## config.mk

```make
export PLATFORM = sky130hd
export DESIGN_NAME = dma_chan_arbiter
export DESIGN_NICKNAME = d
export VERILOG_FILES = /design/src/rtl/dma_chan_arbiter.sv
export SDC_FILE = /design/constraint.sdc
export NUM_CORES = 1
export LEC_CHECK = 0
export ABC_AREA = 1
export BUFFER_PORTS_ARGS = -buffer_cell sky130_fd_sc_hd__buf_2
export CORE_MARGIN = 4
export CORE_UTILIZATION = 48
export CTS_CLUSTER_DIAMETER = 100
export DETAILED_ROUTE_END_ITERATION = 6
export PLACE_DENSITY = 0.86
export REMOVE_ABC_BUFFERS = 1
export SYNTH_ARGS = -nofsm -noshare
export SYNTH_HDL_FRONTEND = slang
export SYNTH_SLANG_ARGS = --single-unit
```

## constraint.sdc

```tcl
create_clock -name clk -period 1.5 [get_ports clk]
set_input_delay 0.225 -clock clk [delete_from_list [all_inputs] [get_ports clk]]
set_output_delay 0.225 -clock clk [all_outputs]
set_load 0.05 [all_outputs]
```

## src/rtl/dma_chan_arbiter.sv

```systemverilog
module dma_chan_arbiter #(
  parameter int NCH = 2,
  localparam int NSLOT = 2 * NCH
) (
  input  logic               clk,
  input  logic               rst_n,
  input  logic [NSLOT-1:0]   req_i,
  input  logic [NCH-1:0]     full_mode_i,
  input  logic [2*NSLOT-1:0] xfer_type_i,
  input  logic               done_i,
  input  logic               last_i,
  output logic [NSLOT-1:0]   grant_o,
  output logic [NSLOT-1:0]   req_clr_o,
  output logic               rd_phase_o,
  output logic               wr_phase_o
);

  localparam logic [NSLOT-1:0] ONE = {{(NSLOT-1){1'b0}}, 1'b1};

  typedef enum logic [1:0] {S_IDLE, S_RD, S_WR} st_t;

  st_t              st;
  logic [NSLOT-1:0] pend, gnt, clr, vmask, cand, win;
  logic [1:0]       typ, sel_typ;
  logic             arb, rel;

  always_comb begin
    for (int c = 0; c < NCH; c++) begin
      vmask[2*c]   = 1'b1;
      vmask[2*c+1] = ~full_mode_i[c];
    end
  end

  assign cand = (pend | req_i) & vmask;
  assign win  = cand & (~cand + ONE);
  assign arb  = (st == S_IDLE) && (|cand);

  always_comb begin
    sel_typ = 2'b00;
    for (int i = 0; i < NSLOT; i++)
      if (win[i]) sel_typ = xfer_type_i[2*i +: 2];
  end

  assign rel = (typ == 2'b00) || (typ == 2'b11) || last_i;

  always_ff @(posedge clk) begin
    if (!rst_n) begin
      st   <= S_IDLE;
      pend <= '0;
      gnt  <= '0;
      clr  <= '0;
      typ  <= 2'b00;
    end else begin
      pend <= (pend | (req_i & vmask)) & ~(arb ? win : '0);
      clr  <= '0;
      case (st)
        S_IDLE: if (arb) begin
          st  <= S_RD;
          gnt <= win;
          clr <= win;
          typ <= sel_typ;
        end
        S_RD: if (done_i) st <= S_WR;
        S_WR: if (done_i) begin
          if (rel) begin
            st  <= S_IDLE;
            gnt <= '0;
          end else begin
            st <= S_RD;
          end
        end
        default: st <= S_IDLE;
      endcase
    end
  end

  assign grant_o    = gnt;
  assign req_clr_o  = clr;
  assign rd_phase_o = (st == S_RD);
  assign wr_phase_o = (st == S_WR);

  a_r11_grant_onehot: assert property (@(posedge clk) disable iff (!rst_n)
    $onehot0(grant_o));

  a_r5_phase_excl: assert property (@(posedge clk) disable iff (!rst_n)
    !(rd_phase_o && wr_phase_o) && ((rd_phase_o || wr_phase_o) == (|grant_o)));

  a_r5_write_after_read: assert property (@(posedge clk) disable iff (!rst_n)
    $rose(wr_phase_o) |-> $past(rd_phase_o));

  a_r6_grant_locked: assert property (@(posedge clk) disable iff (!rst_n)
    (|grant_o && |$past(grant_o)) |-> (grant_o == $past(grant_o)));

  a_r9_clr_with_grant: assert property (@(posedge clk) disable iff (!rst_n)
    (|req_clr_o) |-> (req_clr_o == grant_o) && rd_phase_o);

  a_r10_idle_before_grant: assert property (@(posedge clk) disable iff (!rst_n)
    (|req_clr_o) |-> ($past(grant_o) == '0));

  for (genvar c = 0; c < NCH; c++) begin : g_bchk
    a_r2_b_masked: assert property (@(posedge clk) disable iff (!rst_n)
      req_clr_o[2*c+1] |-> !$past(full_mode_i[c]));
  end

endmodule

```

==> results.ini <==
[outcome]
status=complete, no violations

[pwr]
power_switching_share_pct=34.7
pwr-share-comb_pct=28.4
leakage_nw=0.597
p_sw_mw=0.376
p_seq_share_pct=45.1
clkPwrFrac_pct=26.5
vdd_drop_max_uv=677
powerDensity_nw_per_um2=1050
power.internal_mw=0.705

[grt]
grt_max_degree=12
antenna_found_initial=0
grt_overflow=0
first_global_vias=778
grt_pass1_wl_um=3230
grt_use_total_pct=17.3

[synthesis]
seq_area_frac_synth_pct=38.1
syn_area_per_cell_um2=6.89
yosys_warnings=0
synth_cells=122
ys_types=18
synth_seq_cells=16
synth_area_um2=841

[hold_path]
worst_hold_path.endpoint=st[1]
holdPathStages=3
hp-start=done_i
hold_class=in -> reg

[placement]
dp_hpwl_um=1530
dp_slack_ns=0.320
gp_congestion=0.791
io_buffers=27

[cts]
ctsLongestPathBuffers=2
cts_tree=built
h-tree-depth=1
clock_latency_ns=0.29
cts_sinks=16
cts.clk_slew.worst_paths_ns=0.09
cts_root_buf=clkbuf_4
cts_buffers=3
post_cts_buffers=0

[floorplan]
core_area_um2=1580
start_util_pct=53.3
die_h_um=49.9
num_io_pins=28
chipWidth_um=49.9
core.rowCount=14
die_area_um2=2490

[timing]
clock.fmax_mhz=698
fin_crit_ns=1.43
hold_violations=0
fin_tns_setup_ns=0
rsz0062_at_grt=false
final_max_slew_viol_count=0
slew_headroom_pct=83.2
fin_crit_sh_pct=95.5
setup_viol=0
tightest_slew_ns=0.251
fin_skew_ns=0.00205
worst_slack_ns=0.0674

[finish]
layout.nets=171
finish.utilization_pct=65.4
nFillCells=137
antenna_cells=0
area_growth_pct=22.6
drive_gt1_share_pct=33.6

[setup_path]
rr_endpoint=grant_o[1]
worstSetupPathType=reg -> out
cp-start-kind=flip-flop
path_max_fanout=4
r2r_slack_ns=0.31
r2r_cells=6
cp_data_arrival_time_ns=1.21
crit_path_end_kind=output pin
r2r_start=pend[0]
required_ns=1.27

[run]
cap_violations=0

[routing]
drc=0
vias=831
drt-wirelength-per-cell_um=11.3
wirelength_um=1900
drt_pass1_iterations=4
drtIter0Drc=16
via_per_inst=4.95
ant_nets=0

-- layer usage --
layer / up-vias / routed length [µm] / global-route usage [%]
li1: 436 / - / -
met1: 366 / 757 / 17.8
met2: 21 / 981 / 29.1
met3: 8 / 107 / 6.33
met4: 0 / 57 / 11.5
met5: - / 0 / 0
-- what timing repair did --
action                                  4_1_cts  5_1_grt
hold buffers                                  0        0
endpoints found under the setup margin        0        1
gates resized for setup                       0        2
-- power groups by stage --
stage	clock network [mW]	registers, mW	logic [mW]
after floorplan	0	0.535	0.186
after global placement	0	0.493	0.294
after detailed placement	0	0.496	0.304
after CTS	0.297	0.487	0.306
after global routing	0.323	0.494	0.339
final	0.286	0.488	0.307
-- through the flow --
step / area (µm²) / instances / power (mW) / hold slack, ns
2_1_floorplan: 836 / 121 / 0.721 / 0.351
3_3_place_gp: 991 / 164 / 0.787 / 0.489
3_5_place_dp: 991 / 164 / 0.800 / 0.504
4_1_cts: 1030 / 168 / 1.09 / 0.188
5_1_grt: 1030 / 168 / 1.16 / 0.179
6_report: 1030 / 168 / 1.08 / 0.192
-- cell families (layout without fill, tap and decap cells) --
| group | count (synthesis) | after routing | share of synthesized area (%) |
|---|---|---|---|
| simple gates | 72 | 72 | 44.8 |
| flops | 16 | 16 | 38.1 |
| compound gates | 8 | 8 | 5.06 |
| buf+inv | 26 | 56 | 12.1 |
-- Yosys cell counts --
| library cell | number | area share, % |
|---|---|---|
| nand2_1 | 38 | 17 |
| inv_1 | 18 | 8.0 |
| dfxtp_1 | 16 | 38 |
| nor2_1 | 11 | 4.9 |
| inv_2 | 6 | 2.7 |
| nand3_1 | 6 | 3.6 |
| a21oi_1 | 5 | 3.0 |
| nand4_1 | 5 | 3.7 |
| nor2_4 | 4 | 5.4 |
| nor2_2 | 3 | 2.2 |
| nand3_2 | 2 | 2.4 |
| o21ai_1 | 2 | 1.2 |
| buf_2 | 1 | 0.59 |
| inv_4 | 1 | 0.74 |
| nand2_2 | 1 | 0.74 |
| nand4_4 | 1 | 2.5 |
| nor2_8 | 1 | 2.4 |
| o211ai_1 | 1 | 0.89 |
-- how the worst max path moves through the flow --
stage / cells past startpoint / to / slack, ns / startpoint
floorplan: 4 / st[0] / 0.03 / st[0]
global placement: 7 / grant_o[1] / 0.37 / req_i[0]
detailed placement: 7 / grant_o[1] / 0.32 / req_i[0]
CTS: 3 / rd_phase_o / 0.0004 / st[0]
global route: 3 / rd_phase_o / 0.004 / st[0]
finish: 3 / wr_phase_o / 0.07 / st[1]
-- area by class of cell --
cell class | count | area [µm²] | share of cell area (%)
Clock buffer | 4 | 36.3 | 3.52
Inverter | 25 | 96.3 | 9.34
Multi-Input combinational cell | 80 | 419 | 40.7
Sequential cell | 16 | 322 | 31.2
Tap cell | 16 | 20.0 | 1.94
Timing Repair Buffer | 27 | 138 | 13.3
-- placed cells by master (no fill, tap or decap), types with 4 or more instances in the layout --
| master | count |
|---|---|
| nand2_1 | 38 |
| buf_2 | 26 |
| inv_1 | 18 |
| dfxtp_1 | 15 |
| nor2_1 | 11 |
| inv_2 | 6 |
| nand3_1 | 6 |
| nand4_1 | 5 |
| a21oi_1 | 5 |
| nor2_4 | 4 |
| clkbuf_4 | 4 |
-- flip-flops by register name, indices dropped and copies added, names as in the netlist --
register and count:
grant_o 4, st 2, typ 2, pend 4, req_clr_o 4
-- worst max-delay path: stages, from the launching register on --
cell and delay [ns]:
dfxtp_1 0.46, inv_2 0.06, nor2_2 0.12, buf_2 0.28
Note: power is estimated with default switching activity, not from simulation.
